### src/rtl/sdram_ctl.sv
module sdram_ctl #(
  parameter int DW           = 32,
  parameter int RW           = 12,
  parameter int BAW          = 2,
  parameter int COLW         = 8,
  parameter int T25_CLK      = 1,
  parameter int T50_CLK      = 2,
  parameter int T75_CLK      = 3,
  parameter int T100_CLK     = 4,
  parameter int TMRD_CLK     = 2,
  parameter int REF_INTERVAL = 780,
  parameter int MIN_REFS     = 8,
  localparam int AW          = RW + BAW + COLW
) (
  input  logic           clk,
  input  logic           rst_n,
  input  logic           cfg_we,
  input  logic [6:0]     cfg_wdata,
  output logic [6:0]     cfg_rdata,
  input  logic           req,
  input  logic           req_we,
  input  logic [AW-1:0]  req_addr,
  input  logic [DW-1:0]  req_wdata,
  output logic [DW-1:0]  rsp_rdata,
  output logic           ack,
  output logic           sd_cs_n,
  output logic           sd_ras_n,
  output logic           sd_cas_n,
  output logic           sd_we_n,
  output logic [BAW-1:0] sd_ba,
  output logic [RW-1:0]  sd_addr,
  output logic [DW-1:0]  sd_dq_out,
  output logic           sd_dq_oe,
  input  logic [DW-1:0]  sd_dq_in
);

  localparam int TMAX = 2 * T50_CLK + T100_CLK + TMRD_CLK + 4;
  localparam int CW   = $clog2(TMAX + 1);
  localparam int RTW  = $clog2(REF_INTERVAL + 1);
  localparam int RSW  = $clog2(MIN_REFS + 1);

  localparam logic [3:0] C_NOP = 4'b0111;
  localparam logic [3:0] C_ACT = 4'b0011;
  localparam logic [3:0] C_RD  = 4'b0101;
  localparam logic [3:0] C_WR  = 4'b0100;
  localparam logic [3:0] C_PRE = 4'b0010;
  localparam logic [3:0] C_REF = 4'b0001;
  localparam logic [3:0] C_MRS = 4'b0000;

  typedef enum logic [2:0] {S_IDLE, S_PRE, S_REF, S_MRS, S_ACT, S_CL, S_WREC, S_RCV} st_t;

  st_t            state;
  logic [CW-1:0]  cnt;
  logic [3:0]     cmd_q;
  logic [4:0]     tsel;
  logic           mode_arm, init_busy, ref_pend;
  logic [RTW-1:0] ref_tmr;
  logic [RSW-1:0] ref_since;

  assign cfg_rdata = {init_busy, mode_arm, tsel};
  assign {sd_cs_n, sd_ras_n, sd_cas_n, sd_we_n} = cmd_q;

  wire [CW-1:0] t_cl  = tsel[0] ? CW'(3) : CW'(2);
  wire [CW-1:0] t_rcd = tsel[1] ? CW'(T50_CLK) : CW'(T25_CLK);
  wire [CW-1:0] t_wr  = tsel[2] ? CW'(T50_CLK) : CW'(T25_CLK);
  wire [CW-1:0] t_rp  = tsel[3] ? CW'(T50_CLK) : CW'(T25_CLK);
  wire [CW-1:0] t_rc  = tsel[4] ? CW'(T100_CLK) : CW'(T75_CLK);

  wire [COLW-1:0] col  = req_addr[COLW-1:0];
  wire [BAW-1:0]  bank = req_addr[COLW+BAW-1:COLW];
  wire [RW-1:0]   row  = req_addr[AW-1:COLW+BAW];
  wire [RW-1:0]   ca   = RW'(1024) | RW'(col);

  wire idle    = (state == S_IDLE);
  wire refs_ok = (ref_since == RSW'(MIN_REFS));
  wire go_pre  = idle && init_busy;
  wire go_ref  = idle && !init_busy && ref_pend;
  wire go_mrs  = idle && !init_busy && !ref_pend && req && mode_arm && refs_ok;
  wire go_act  = idle && !init_busy && !ref_pend && req && !mode_arm;
  wire pre_end = (state == S_PRE) && (cnt == '0);

  always_ff @(posedge clk) begin
    if (!rst_n) begin
      tsel      <= '0;
      mode_arm  <= 1'b0;
      init_busy <= 1'b0;
    end else begin
      if (pre_end) init_busy <= 1'b0;
      if (cfg_we) begin
        tsel     <= cfg_wdata[4:0];
        mode_arm <= cfg_wdata[5];
        if (cfg_wdata[6]) init_busy <= 1'b1;
      end
      if (go_mrs) mode_arm <= 1'b0;
    end
  end

  always_ff @(posedge clk) begin
    if (!rst_n) begin
      ref_tmr   <= RTW'(REF_INTERVAL - 1);
      ref_pend  <= 1'b0;
      ref_since <= '0;
    end else begin
      if (go_ref) ref_pend <= 1'b0;
      if (ref_tmr == '0) begin
        ref_tmr  <= RTW'(REF_INTERVAL - 1);
        ref_pend <= 1'b1;
      end else begin
        ref_tmr <= ref_tmr - 1'b1;
      end
      if (go_pre) ref_since <= '0;
      else if (go_ref && !refs_ok) ref_since <= ref_since + 1'b1;
    end
  end

  always_ff @(posedge clk) begin
    if (!rst_n) begin
      state     <= S_IDLE;
      cnt       <= '0;
      cmd_q     <= C_NOP;
      ack       <= 1'b0;
      sd_dq_oe  <= 1'b0;
      sd_ba     <= '0;
      sd_addr   <= '0;
      sd_dq_out <= '0;
      rsp_rdata <= '0;
    end else begin
      cmd_q    <= C_NOP;
      ack      <= 1'b0;
      sd_dq_oe <= 1'b0;
      case (state)
        S_IDLE: begin
          if (go_pre) begin
            cmd_q   <= C_PRE;
            sd_addr <= RW'(1024);
            cnt     <= t_rp - 1'b1;
            state   <= S_PRE;
          end else if (go_ref) begin
            cmd_q <= C_REF;
            cnt   <= t_rc - 1'b1;
            state <= S_REF;
          end else if (go_mrs) begin
            cmd_q   <= C_MRS;
            sd_ba   <= '0;
            sd_addr <= req_addr[RW-1:0];
            ack     <= 1'b1;
            cnt     <= CW'(TMRD_CLK - 1);
            state   <= S_MRS;
          end else if (go_act) begin
            cmd_q   <= C_ACT;
            sd_ba   <= bank;
            sd_addr <= row;
            cnt     <= t_rcd - 1'b1;
            state   <= S_ACT;
          end
        end
        S_ACT: begin
          if (cnt != '0) cnt <= cnt - 1'b1;
          else begin
            sd_addr <= ca;
            sd_ba   <= bank;
            if (req_we) begin
              cmd_q     <= C_WR;
              sd_dq_out <= req_wdata;
              sd_dq_oe  <= 1'b1;
              ack       <= 1'b1;
              cnt       <= t_wr + t_rp - 1'b1;
              state     <= S_WREC;
            end else begin
              cmd_q <= C_RD;
              cnt   <= t_cl - 1'b1;
              state <= S_CL;
            end
          end
        end
        S_CL: begin
          if (cnt != '0) cnt <= cnt - 1'b1;
          else begin
            rsp_rdata <= sd_dq_in;
            ack       <= 1'b1;
            cnt       <= t_rp - 1'b1;
            state     <= S_RCV;
          end
        end
        default: begin
          if (cnt != '0) cnt <= cnt - 1'b1;
          else state <= S_IDLE;
        end
      endcase
    end
  end

  logic [CW-1:0] act_age;
  always_ff @(posedge clk) begin
    if (!rst_n) act_age <= '0;
    else if (cmd_q == C_ACT) act_age <= CW'(1);
    else if (act_age != '1) act_age <= act_age + 1'b1;
  end

  AST_ACK_PULSE: assert property (@(posedge clk) disable iff (!rst_n)
    ack |=> !ack);
  AST_INIT_DONE: assert property (@(posedge clk) disable iff (!rst_n)
    $fell(init_busy) |-> $past(state) == S_PRE);
  AST_COL_WINDOW: assert property (@(posedge clk) disable iff (!rst_n)
    (cmd_q == C_RD || cmd_q == C_WR) |-> (act_age >= CW'(T25_CLK) && act_age <= CW'(T50_CLK)));
  AST_OE_WRITE: assert property (@(posedge clk) disable iff (!rst_n)
    sd_dq_oe |-> cmd_q == C_WR);
  AST_MODE_CLEAR: assert property (@(posedge clk) disable iff (!rst_n)
    (cmd_q == C_MRS) |-> !mode_arm);
  AST_REF_FROM_IDLE: assert property (@(posedge clk) disable iff (!rst_n)
    (cmd_q == C_REF) |-> $past(state) == S_IDLE);

endmodule

### config.mk
export PLATFORM = sky130hd
export DESIGN_NAME = sdram_ctl
export DESIGN_NICKNAME = d
export VERILOG_FILES = /design/src/rtl/sdram_ctl.sv
export SDC_FILE = /design/constraint.sdc
export NUM_CORES = 1
export LEC_CHECK = 0
export ABC_AREA = 1
export CAP_MARGIN = 25
export CORE_MARGIN = 8
export CORE_UTILIZATION = 57
export DETAILED_ROUTE_END_ITERATION = 10
export DONT_BUFFER_PORTS = 1
export PLACE_DENSITY = 0.74
export SYNTH_ARGS = -nofsm -noshare
export SYNTH_HDL_FRONTEND = slang
export SYNTH_SLANG_ARGS = --single-unit
### constraint.sdc
create_clock -name clk -period 1.7 [get_ports clk]
set_input_delay 0.085 -clock clk [delete_from_list [all_inputs] [get_ports clk]]
set_output_delay 0.085 -clock clk [all_outputs]
set_load 0.01 [all_outputs]
### Word level (Yosys, flattened, before mapping)

Cells that the tools add are included.

| operators by class | value |
|---|---|
| muxes and demuxes | 54 |
| add/sub/neg operators | 9 |
| $mul | 0 |
| $lt $le $gt $ge | 0 |
| equality and inequality tests | 13 |
| bitwise gates (word level) | 2 |
| shift-type cells | 0 |
| reduce and logical (&&, ||, !) cells | 31 |
| div/mod/pow operators | 0 |

Operators with widths:

| operator | number |
|---|---|
| 2-to-1 mux 12 bit | 5 |
| 2-to-1 mux 3 bit | 12 |
| 2-to-1 mux 4 bit | 8 |
| one-hot mux 12 bit (2 select lines) | 1 |
| 2-to-1 mux 2 bit | 10 |
| 2-to-1 mux 1 bit | 13 |
| one-hot mux 4 bit (3 select lines) | 1 |
| logical AND 1 bit | 10 |
| zero test 10 bit | 1 |
| != test 2 bit, second input constant | 5 |
| subtractor 10 x 1 -> 10 bit, second input constant | 1 |
| one-hot mux 3 bit (3 select lines) | 1 |
| subtractor 2 x 1 -> 3 bit, second input constant | 3 |
| AND reduction 4 bit | 2 |
| nonzero test 4 bit | 2 |
| subtractor 3 x 1 -> 4 bit, second input constant | 2 |
| equality test 3 bit, second input constant | 2 |
| one-hot mux 3 bit (2 select lines) | 1 |
| AND reduction 2 bit | 3 |
| OR reduction 2 bit | 3 |
| != test 5 x 1 -> 1 bit, second input constant | 1 |
| AND reduction 5 bit | 1 |
| adder 4 x 1 -> 4 bit, second input constant | 1 |
| equality test 4 bit, second input constant | 1 |
| other kinds (14) | 19 |

| word-level totals | value |
|---|---|
| flip-flop bits (word level) | 113 |
| word-level logic and storage cells | 124 |
| RAM bits | 0 |
| ROM bits | 0 |
| output and inout bits | 91 |
| bits in latches | 0 |
| memories | 0 |

### Logic depth before layout (Yosys ltp)

Gate-level depths: netlist of run 1.

| depth | value |
|---|---|
| depth in word-level cells | 10 |
| mapped depth | 12 |
| mapped depth without buffers | 12 |

### Least setup slack after synthesis of run 1

Ideal clock, no wire load.

| timing path | value |
|---|---|
| kind | flip-flop to flip-flop |
| start point | reg ref_since[0] |
| end point | reg state[2] |
| setup time | 0.115 ns |
| arrival | 1.515 ns |
| buffers on the path | 1 |
| clock period less this slack | 1.630 ns |
| setup slack | 0.070 ns |
| cell stages (with the launch flop) | 11 |
| data required time | 1.585 ns |
| cells stage by stage | dfxtp_1 > inv_1 > ha_1 > nand3_1 > nor2_2 > nand3_4 > buf_2 > a21oi_1 > nand3_1 > nand2_1 > nor2_1 |

| between the ends | value |
|---|---|
| cells in the longest elaborated chain, start to end | 6 |
| elaborated cells between the ends (all ways) | 8 |
| those cells by class | 2 x eq/ne; 4 x mux; 2 x reduce/logical |

RTL lines:

| item | RTL line | text |
|---|---|---|
| from (decl) | 58 | `logic [RSW-1:0] ref_since;` |
| from (signal assigned) | 112 | `else if (go_ref && !refs_ok) ref_since <= ref_since + 1'b1;` |
| equality test 4 bit (*) | 75 | `wire refs_ok = (ref_since == RSW'(MIN_REFS));` |
| logical AND 1 bit (*) | 78 | `wire go_mrs = idle && !init_busy && !ref_pend && req && mode_arm && refs_ok;` |
| 2-to-1 mux 3 bit | 142 | `end else if (go_mrs) begin` |
| 2-to-1 mux 3 bit | 138 | `end else if (go_ref) begin` |
| 2-to-1 mux 3 bit | 133 | `if (go_pre) begin` |
| one-hot mux 3 bit (3 select lines) | 131 | `case (state)` |
| to (signal assigned) | 137 | `state <= S_PRE;` |
| to (signal assigned) | 141 | `state <= S_REF;` |
| to (signal assigned) | 148 | `state <= S_MRS;` |
| to (decl) | 52 | `st_t state;` |

Every way passes the cells marked *; elsewhere a longest branch is shown, timed or not.
A chain may end at the register's enable or synchronous reset.

### Final worst setup path of run 1

| timing path | value |
|---|---|
| start point | reg cnt[1] |
| end point | reg sd_addr[6] |

| between the ends | value |
|---|---|
| cells in the longest elaborated chain, start to end | 3 |

RTL lines:

| item | RTL line | text |
|---|---|---|
| from (decl) | 53 | `logic [CW-1:0] cnt;` |
| from (signal assigned) | 136 | `cnt <= t_rp - 1'b1;` |
| from (signal assigned) | 140 | `cnt <= t_rc - 1'b1;` |
| from (signal assigned) | 147 | `cnt <= CW'(TMRD_CLK - 1);` |
| nonzero test 4 bit | 158 | `if (cnt != '0) cnt <= cnt - 1'b1;` |
| != test 2 bit (no source line) | - |  |
| AND reduction 4 bit (no source line) | - |  |
| to (signal assigned) | 145 | `sd_addr <= req_addr[RW-1:0];` |
| to (signal assigned) | 152 | `sd_addr <= row;` |
| to (decl) | 31 | `output logic [RW-1:0] sd_addr,` |

No other way between the ends.

==> impl_metrics.yaml, run 1 <==
floorplan:
  rows: 33
  core_area_um2: 8090
  dieArea_um2: 11400
  ios: 189
  initial_core_util_pct: 58.1
  dieWidth_um: 107
  die_h_um: 107
timing:
  post-route-period-util_pct: 99.1
  min_period_ns: 1.68
  rsz0062_at_grt: "true"
  setup_viol: 0
  hold_viol_final: 0
  skew_ns: 0.0130
  drv_slew: 0
  fmax_ghz: 0.594
pwr:
  p_leak_nw: 2.57
  clkPwrFrac_pct: 18.0
  switching_share_pct: 40.5
  finalPower_mw: 8.42
  power_frac_comb_pct: 39.2
  p_sw_mw: 3.41
  cellPowerDensity_nw_per_um2: 1350
  ir_drop_v: 0.000898
  seq_power_share_pct: 42.9
  p_int_mw: 5.01
place:
  dp_hpwl_um: 9300
  io_buffers: 0
  gp_congestion: 0.877
detailed_routing:
  drtIter0Drc: 340
  ant_nets: 0
  route.detailed.wl_per_inst_um: 17.8
  drt_wl_total_um: 15300
  drc_errors: 0
  vias: 4775
  dr.pass1.iters: 5
  viasPerCell: 5.56
worst_setup_path:
  end_kind: "flop"
  cp.required_ns: 2.01
  reg2reg_slack_ns: 0.02
  rr_worst_depth: 11
  worst_ep_arrival_time_ns: 1.99
  worstReg2RegEnd: "sd_addr[6]"
  cp_cell_sequence: "inv_2 -> ha_4 -> nand3_4 -> buf_6 -> nor2_4 -> inv_2 -> nand2_1 -> a21boi_4 -> buf_6 -> nand2_2 -> a21oi_2"
  cp-start-kind: "flop"
  critPathMaxFanout: 5
  crit_path_max_incr_delay_ns: 0.33
  timing.rr.start: "cnt[1]"
  path_class: "reg2reg"
  slowest_stage: "dfxtp_2"
logic_synthesis:
  syn_avg_cell_area_um2: 7.32
  syn_area_um2: 4700
  synthDominantCellAreaShare_pct: 47.7
  ys_ff_latch: 112
  syn-num-nets: 747
  synth_area_leaders: "dfxtp_1 48%, nor2_1 13%, o21ai_0 8.1%, nand2_1 8.0%, a21oi_1 3.9%"
  yosysUniqueCellTypes: 36
  synth_edf_count: 0
  synth-main-ff-cell: "dfxtp_1"
  synth_most_common_cell: "nor2_1"
  syn-instance-count: 642
  yosysWarnings: 0
  ys_seq_area_share_pct: 47.7
  yosysTopAreaCell: "dfxtp_1"
  synth_common_cells: "162 x nor2_1, 112 x dfxtp_1, 100 x nand2_1, 76 x o21ai_0, 43 x inv_1"
  ys_async_sr_fraction_pct: 0
clocking:
  cts_buffer_depth: 2
  insertion_delay_ns: 0.37
  h-tree-depth: 3
  clkTransAtPathRegs_ns: 0.11
  root_buffer: "clkbuf_8"
  cts_buffers: 9
  clock-sinks: 112
  cts_tree: "done"
global_route:
  grt_usage_pct: 25.3
  grt_max_degree: 79
  antenna_found_initial: 0
  grt_pass1_vias: 4869
  grt-ovfl-total: 0
  grt_pass1_wl_um: 23600
final_layout:
  final_util_pct: 77.0
  layout.nets: 854
  syn2layout_area_growth_pct: 32.5
  n_antenna_cell: 0
  drive_gt1_share_pct: 12.5
worst_hold_path:
  min_path_cells: 4
  hp-class: "in2reg"
  hold_end: "sd_addr[8]"
  hp-start: "req_addr[18]"
run:
  drv_cap: 0
outcome:
  status: "finished, final reports clean"
-- sequential cells by signal, indices dropped and copies added (netlist names), 2 cells and up --
register / count
rsp_rdata: 32
tsel: 5
sd_addr: 12
sd_ba: 2
ref_since: 4
sd_dq_out: 32
cnt: 4
ref_tmr: 10
cmd_q: 3
state: 3
-- power groups by stage --
stage / registers [mW] / logic (mW) / clock network (mW)
after floorplan: 3.54 / 1.95 / 0
after detailed placement: 3.66 / 2.44 / 0
after global placement: 3.64 / 2.36 / 0
after global routing: 3.67 / 3.62 / 1.65
after CTS: 3.59 / 2.74 / 1.56
final: 3.61 / 3.30 / 1.51
-- cell families (layout without fill, tap and decap cells) --
family / Yosys count / after routing / share of synthesized area, %
and+or+nand+nor: 313 / 313 / 28.3
AOI/OAI and AO/OA: 123 / 123 / 13.8
DFF: 112 / 112 / 47.7
buffers and inverters: 79 / 191 / 7.00
adders and majority gates: 7 / 7 / 1.86
xor gates and xnor gates: 7 / 7 / 1.30
other: 1 / 1 / 0.0798
-- worst max-delay path by stage --
| stage | from | to | cells after the start |
|---|---|---|---|
| 3_5_place_dp | cnt[1] | sd_addr[2] | 11 |
| 5_1_grt | cnt[1] | sd_addr[6] | 11 |
| 6_report | cnt[1] | sd_addr[6] | 11 |
| 2_1_floorplan | ref_since[0] | state[2] | 10 |
| 4_1_cts | ref_since[0] | sd_addr[0] | 10 |
| 3_3_place_gp | cnt[1] | sd_dq_out[14] | 9 |
-- per-stage QoR --
stage / cell area, um^2 / worst slack, ns / TNS, ns / hold WS [ns] / instances
global route: 6230 / -0.0595 / -0.504 / 0.0195 / 859
global placement: 4890 / 0.0488 / 0 / 0.195 / 741
detailed placement: 4890 / -0.00380 / -0.00562 / 0.219 / 741
finish: 6230 / 0.0154 / 0 / 0.0136 / 859
floorplan: 4700 / 0.0700 / 0 / 0.201 / 642
CTS: 6060 / 0.0000508 / 0 / 0.00186 / 850
-- cell usage in the layout (no fill, tap or decap), types with 5 or more instances in the layout --
cell / netlist / layout
dlygate4sd3_1: 0 / 92
a21oi_1: 37 / 34
inv_1: 43 / 41
nand2_1: 100 / 98
buf_4: 4 / 26
ha_1: 7 / 5
nand3_4: 1 / 5
xor2_1: 5 / 5
inv_2: 6 / 7
nand3_1: 28 / 26
nand2_2: 5 / 6
nor2_1: 162 / 160
dfxtp_1: 112 / 108
a21oi_2: 3 / 6
o21ai_0: 76 / 67
clkbuf_8: 0 / 9
o21ai_1: 0 / 9
-- metal layers --
layer  global-route usage (%)  routed length, um  vias up
met1                     25.5               5320     2195
met5                        0                  0        -
met2                     45.5               7750      262
met3                     7.98               1480       66
met4                     13.9                723        0
li1                         -                  -     2252
-- what timing repair did --
| action | in CTS | in global routing |
|---|---|---|
| gates resized for setup | 7 | 38 |
| cloned | 0 | 2 |
| pin swaps | 0 | 11 |
| endpoints found under the setup margin | 11 | 96 |
| hold endpoints to repair | 94 | 0 |
| setup buffers | 0 | 7 |
| hold buffers | 93 | 0 |
-- layout make-up --
cell class / count / area (um^2)
inverter: 49 / 186
clock inverter: 6 / 62.6
sequential: 112 / 2250
multi-input combinational: 451 / 2240
timing repair buffer: 126 / 1240
fill: 533 / 1860
clock buffer: 10 / 128
tap: 105 / 131
-- worst max-delay path: cells and delay by family, from the launching register on --
| kind | cells | cell delay, ns |
|---|---|---|
| adder cells (fa/ha/maj) | 1 | 0.15 |
| flip-flops | 1 | 0.33 |
| AO/OA/AOI/OAI | 2 | 0.37 |
| AND/OR/NAND/NOR | 4 | 0.34 |
| buffers and inverters | 4 | 0.44 |
(Power assumes the default switching activity.)
==> inputs of run 2 (changes only) <==
--- a/config.mk
+++ b/config.mk
@@ -8,10 +8,11 @@
 export ABC_AREA = 1
 export CAP_MARGIN = 25
 export CORE_MARGIN = 8
-export CORE_UTILIZATION = 57
+export CORE_UTILIZATION = 60
 export DETAILED_ROUTE_END_ITERATION = 10
 export DONT_BUFFER_PORTS = 1
-export PLACE_DENSITY = 0.74
+export GPL_ROUTABILITY_DRIVEN = 0
+export PLACE_DENSITY = 0.75
 export SYNTH_ARGS = -nofsm -noshare
 export SYNTH_HDL_FRONTEND = slang
 export SYNTH_SLANG_ARGS = --single-unit
==> constraint.sdc (replaced) <==
create_clock -name clk -period 1.6 [get_ports clk]
set_input_delay 0.08 -clock clk [delete_from_list [all_inputs] [get_ports clk]]
set_output_delay 0.08 -clock clk [all_outputs]
set_load 0.01 [all_outputs]
==> run 2 against run 1 <==
The flow now finishes with violations (negative setup slack). Flip-flop and latch count is the same. Global-route usage grew 2.0 points. Non-clock buffer count grew 28. Clock power grew 9%. Largest cell class is now multi-input gates. Cell count grew 3.0%. Hold slack gained 0.0065 ns.
==> impl_metrics.yaml, run 2 (same netlist as run 1, synthesis figures left out) <==
timing:
  min_period_ns: 1.77
  fmax_ghz: 0.564
  post-route-period-util_pct: 111
  hold_viol_final: 0
  finalSetupTns_ns: -4.07
  drv_slew: 0
  skew_ns: 0.0131
  holdWs_ns: 0.0202
  setup_viol: 53
  rsz0062_at_grt: "true"
  final.setup.worst_slack_ns: -0.174
global_route:
  grt_pass1_vias: 4868
  grt_usage_pct: 27.3
  grt_pass1_wl_um: 24500
  grt_max_degree: 80
  grt-ovfl-total: 0
  antenna_found_initial: 0
final_layout:
  fill_cells: 396
  final_cell_mix: "157 x nor2_1, 106 x dfxtp_1, 93 x dlygate4sd3_1"
  reg.largest.list: "rsp_rdata (32), sd_dq_out (32), sd_addr (12)"
  final_common_cell: "nor2_1"
  layout.nets: 882
  syn2layout_area_growth_pct: 40.2
  design_area_um2: 6590
  drive_gt1_share_pct: 18.9
  regArea_um2: 2250
  multi_input_area_um2: 2330
place:
  place_area_um2: 5060
  dp_hpwl_um: 9760
  dp_slack_ns: -0.0818
  io_buffers: 0
worst_setup_path:
  end_kind: "flop"
  crit_path_max_incr_delay_ns: 0.38
  critPathMaxFanout: 4
  slowest_stage: "dfxtp_4"
  cp_common_cell: "nor2_4"
  cp_cell_sequence: "nor2_4 -> buf_6 -> nand2_4 -> nor2_4 -> inv_2 -> nand2_2 -> a21boi_4 -> o21ai_0 -> nand2_1 -> nor2_1"
  worst_ep_arrival_time_ns: 2.05
  path_class: "reg2reg"
  cp-start-kind: "flop"
  cp.required_ns: 1.87
detailed_routing:
  route.detailed.wl_per_inst_um: 19.7
  ant_nets: 0
  vias: 5088
  drt_wl_total_um: 17400
  dr.pass1.iters: 6
  drc_errors: 0
  viasPerCell: 5.75
  drtIter0Drc: 329
clocking:
  cts_buffers: 9
  root_buffer: "clkbuf_8"
  clkTransAtPathRegs_ns: 0.12
  insertion_delay_ns: 0.37
  cts_buffer_depth: 2
  clock-sinks: 112
  h-tree-depth: 3
  cts_tree: "done"
pwr:
  ir_drop_v: 0.00112
  cellPowerDensity_nw_per_um2: 1470
  p_leak_nw: 2.74
floorplan:
  dieWidth_um: 105
  initial_core_util_pct: 61.5
  die_h_um: 105
  rows: 32
  ios: 189
  core_area_um2: 7650
  dieArea_um2: 10900
worst_hold_path:
  hp-class: "in2reg"
run:
  drv_cap: 0
outcome:
  status: "finished with violations"
  violations: "negative setup slack"
[run 2: what timing repair did]
item | in CTS | in global routing
endpoints found under the hold margin | 103 | 0
cloned | 1 | 1
endpoints found under the setup margin | 34 | 78
buffers inserted | 6 | 8
gates resized for setup | 21 | 63
hold buffers | 94 | 0
pin swaps | 8 | 24
[run 2: layout make-up]
cell class	instances	area share [%]
inverter	49	2.87
clock inverter	7	1.01
tap	102	1.94
clock buffer	9	1.88
timing repair buffer	154	22.8
sequential	112	34.2
multi-input combinational	451	35.3
antenna	1	0.0380
[run 2: worst paths after layout]
path                                   start  slack [ns]  cells past startpoint          to
worst max-delay path                state[0]       -0.17                     10    sd_ba[1]
worst min-delay path            req_addr[19]        0.02                      4  sd_addr[9]
worst max register to register      state[0]       -0.17                     10    sd_ba[1]
worst min register to register    ref_tmr[0]        0.41                      1  ref_tmr[0]
[run 2: metal layers]
metal / track usage [%] / vias to the layer above / wire (um)
met5: 0 / - / 0
met4: 13.8 / 0 / 935
met3: 8.67 / 98 / 1830
met2: 49.3 / 341 / 8850
met1: 27.6 / 2339 / 5800
li1: - / 2310 / -
[run 2: per-stage QoR]
| stage | utilization, % | std cells | power (mW) |
|---|---|---|---|
| 2_1_floorplan | - | 642 | 5.83 |
| 3_3_place_gp | 66.1 | 758 | 6.60 |
| 3_5_place_dp | 66.1 | 758 | 6.75 |
| 4_1_cts | 82.7 | 875 | 8.84 |
| 5_1_grt | 86.1 | 884 | 10.2 |
| 6_report | 86.2 | 885 | 9.67 |
[run 2: power breakdown]
part	internal, mW	switching (mW)	leakage, nW
clock	0.601	1.05	0.0945
combinational	1.75	2.40	1.73
sequential	3.28	0.593	0.914
[run 2: critical path: cells and delay by family, from the launching register on]
| family | cells | cell delay, ns |
|---|---|---|
| AO/OA/AOI/OAI | 2 | 0.37 |
| buffers and inverters | 2 | 0.23 |
| flip-flops | 1 | 0.38 |
| AND/OR/NAND/NOR | 6 | 0.71 |
==> inputs of run 3 (changes only) <==
--- a/config.mk
+++ b/config.mk
@@ -13,6 +13,7 @@
 export DONT_BUFFER_PORTS = 1
 export GPL_ROUTABILITY_DRIVEN = 0
 export PLACE_DENSITY = 0.75
+export SKIP_CTS_REPAIR_TIMING = 1
 export SYNTH_ARGS = -nofsm -noshare
 export SYNTH_HDL_FRONTEND = slang
 export SYNTH_SLANG_ARGS = --single-unit
==> run 3 against run 2 <==
The flow finishes with violations (negative hold slack, negative setup slack). Flip-flop and latch count stayed put. Sequential power hardly changed. Maximum frequency is 6.3% higher. Cell area is 2.8% lower. Global-route usage is 5.2 points lower. Total power is 3.8% lower. Via count is 4.6% lower. Combinational power is 7.5% lower. Count of clock-buffer cells in the layout stayed put. Core utilization is 2.4 points lower. Clock skew is 0.0031 ns lower. Critical endpoint is now sd_addr[7]. Highest routed layer unchanged.
==> impl_metrics.yaml, run 3 (same netlist as run 1, synthesis figures left out) <==
floorplan:
  ios: 189
  dieWidth_um: 105
  initial_core_util_pct: 61.5
  die_h_um: 105
  core_area_um2: 7650
  rows: 32
  dieArea_um2: 10900
clocking:
  cts_buffers: 9
  cts_tree: "done"
  cts_buffer_depth: 2
  clock-sinks: 112
  clkTransAtPathRegs_ns: 0.10
  root_buffer: "clkbuf_8"
  insertion_delay_ns: 0.36
  h-tree-depth: 3
pwr:
  switching_share_pct: 40.8
  cellPowerDensity_nw_per_um2: 1450
  p_leak_nw: 2.67
  power_frac_comb_pct: 41.3
  clkPwrFrac_pct: 17.3
  p_sw_mw: 3.79
  ir_drop_v: 0.00115
  seq_power_share_pct: 41.4
  p_int_mw: 5.51
final_layout:
  final_cells: 868
  syn2layout_area_growth_pct: 36.3
  reg.largest.list: "rsp_rdata (32), sd_dq_out (32), sd_addr (12)"
  final_common_cell: "nor2_1"
  final_cell_mix: "159 x nor2_1, 107 x dfxtp_1, 84 x nand2_1"
  design_area_um2: 6410
  layout.nets: 865
  drive_gt1_share_pct: 17.5
global_route:
  grt_pass1_wl_um: 19900
  grt_max_degree: 80
  grt_pass1_vias: 3987
  antenna_found_initial: 1
  grt_usage_pct: 22.1
  grt-ovfl-total: 0
worst_setup_path:
  cp.required_ns: 1.90
  cp-start-kind: "flop"
  end_kind: "flop"
  critPathMaxFanout: 9
  worst_ep_arrival_time_ns: 1.97
  path_class: "reg2reg"
place:
  place_area_um2: 5060
  io_buffers: 0
  dp_hpwl_um: 9760
  dp_slack_ns: -0.0818
  dp_cells: 758
outcome:
  violations: "negative hold slack, negative setup slack"
  status: "finished with violations"
timing:
  holdWs_ns: -0.0141
  drv_slew: 0
  setup_viol: 13
  post-route-period-util_pct: 104
  rsz0062_at_grt: "true"
  hold_viol_final: 3
  fmax_ghz: 0.599
  final.setup.worst_slack_ns: -0.0690
  skew_ns: 0.00992
  min_period_ns: 1.67
run:
  drv_cap: 0
detailed_routing:
  vias: 4855
  drt_wl_total_um: 16000
  dr.pass1.iters: 5
  route.detailed.wl_per_inst_um: 18.4
  drtIter0Drc: 302
  ant_nets: 0
  viasPerCell: 5.59
  drc_errors: 0
worst_hold_path:
  hp-class: "in2reg"
-- run 3: cell types whose count changed in the layout (fill, tap and decap cells not counted), sizes merged --
cell / previous run / this run
dlygate4sd3: 93 / 83
buf: 60 / 53
-- run 3: worst max-delay path: stages (launching register included) --
cell	delay [ns]
dfxtp_2	0.35
nor2_4	0.20
nand3_2	0.17
nor2_4	0.16
nand3_4	0.18
nand2_4	0.15
nand2_1	0.09
nand2_1	0.14
nand2_4	0.06
a21oi_2	0.11
-- run 3: through the flow --
| stage | total power, mW | utilization (%) | setup TNS [ns] |
|---|---|---|---|
| finish | 9.30 | 83.8 | -0.420 |
| global route | 9.85 | 83.8 | -3.11 |
| CTS | 8.33 | 68.6 | -1.63 |
| detailed placement | 6.75 | 66.1 | -0.832 |
| global placement | 6.60 | 66.1 | 0 |
| floorplan | 5.83 | - | 0 |
-- run 3: cell type report --
| type | count | area (um^2) |
|---|---|---|
| Multi-Input combinational cell | 451 | 2310 |
| Sequential cell | 112 | 2250 |
| Timing Repair Buffer | 137 | 1330 |
| Fill cell | 423 | 1240 |
| Inverter | 49 | 191 |
| Tap cell | 102 | 128 |
| Clock buffer | 9 | 124 |
| Clock inverter | 7 | 66.3 |
| Antenna cell | 1 | 2.50 |
-- run 3: worst paths after layout --
| kind | slack (ns) | startpoint | endpoint | depth (start not counted) |
|---|---|---|---|---|
| max | -0.07 | state[1] | sd_addr[7] | 9 |
| min | -0.01 | req_addr[20] | sd_addr[10] | 4 |
| max reg2reg | -0.07 | state[1] | sd_addr[7] | 9 |
| min reg2reg | 0.41 | ref_tmr[0] | ref_tmr[0] | 1 |
-- run 3: metal layers --
metal / wire [um] / vias up / global-route usage, % / share of wire (%)
met2: 8200 / 288 / 39.8 / 51
met5: 0 / - / 0 / 0
li1: - / 2281 / - / -
met4: 586 / 0 / 7.03 / 3.7
met1: 5550 / 2227 / 23.4 / 35
met3: 1650 / 59 / 8.05 / 10
-- run 3: power groups by stage --
stage	Combinational, mW	Sequential [mW]	Clock (mW)
2_1_floorplan	2.07	3.76	0
3_3_place_gp	2.73	3.87	0
3_5_place_dp	2.85	3.89	0
4_1_cts	2.87	3.83	1.63
5_1_grt	4.20	3.89	1.76
6_report	3.84	3.85	1.61
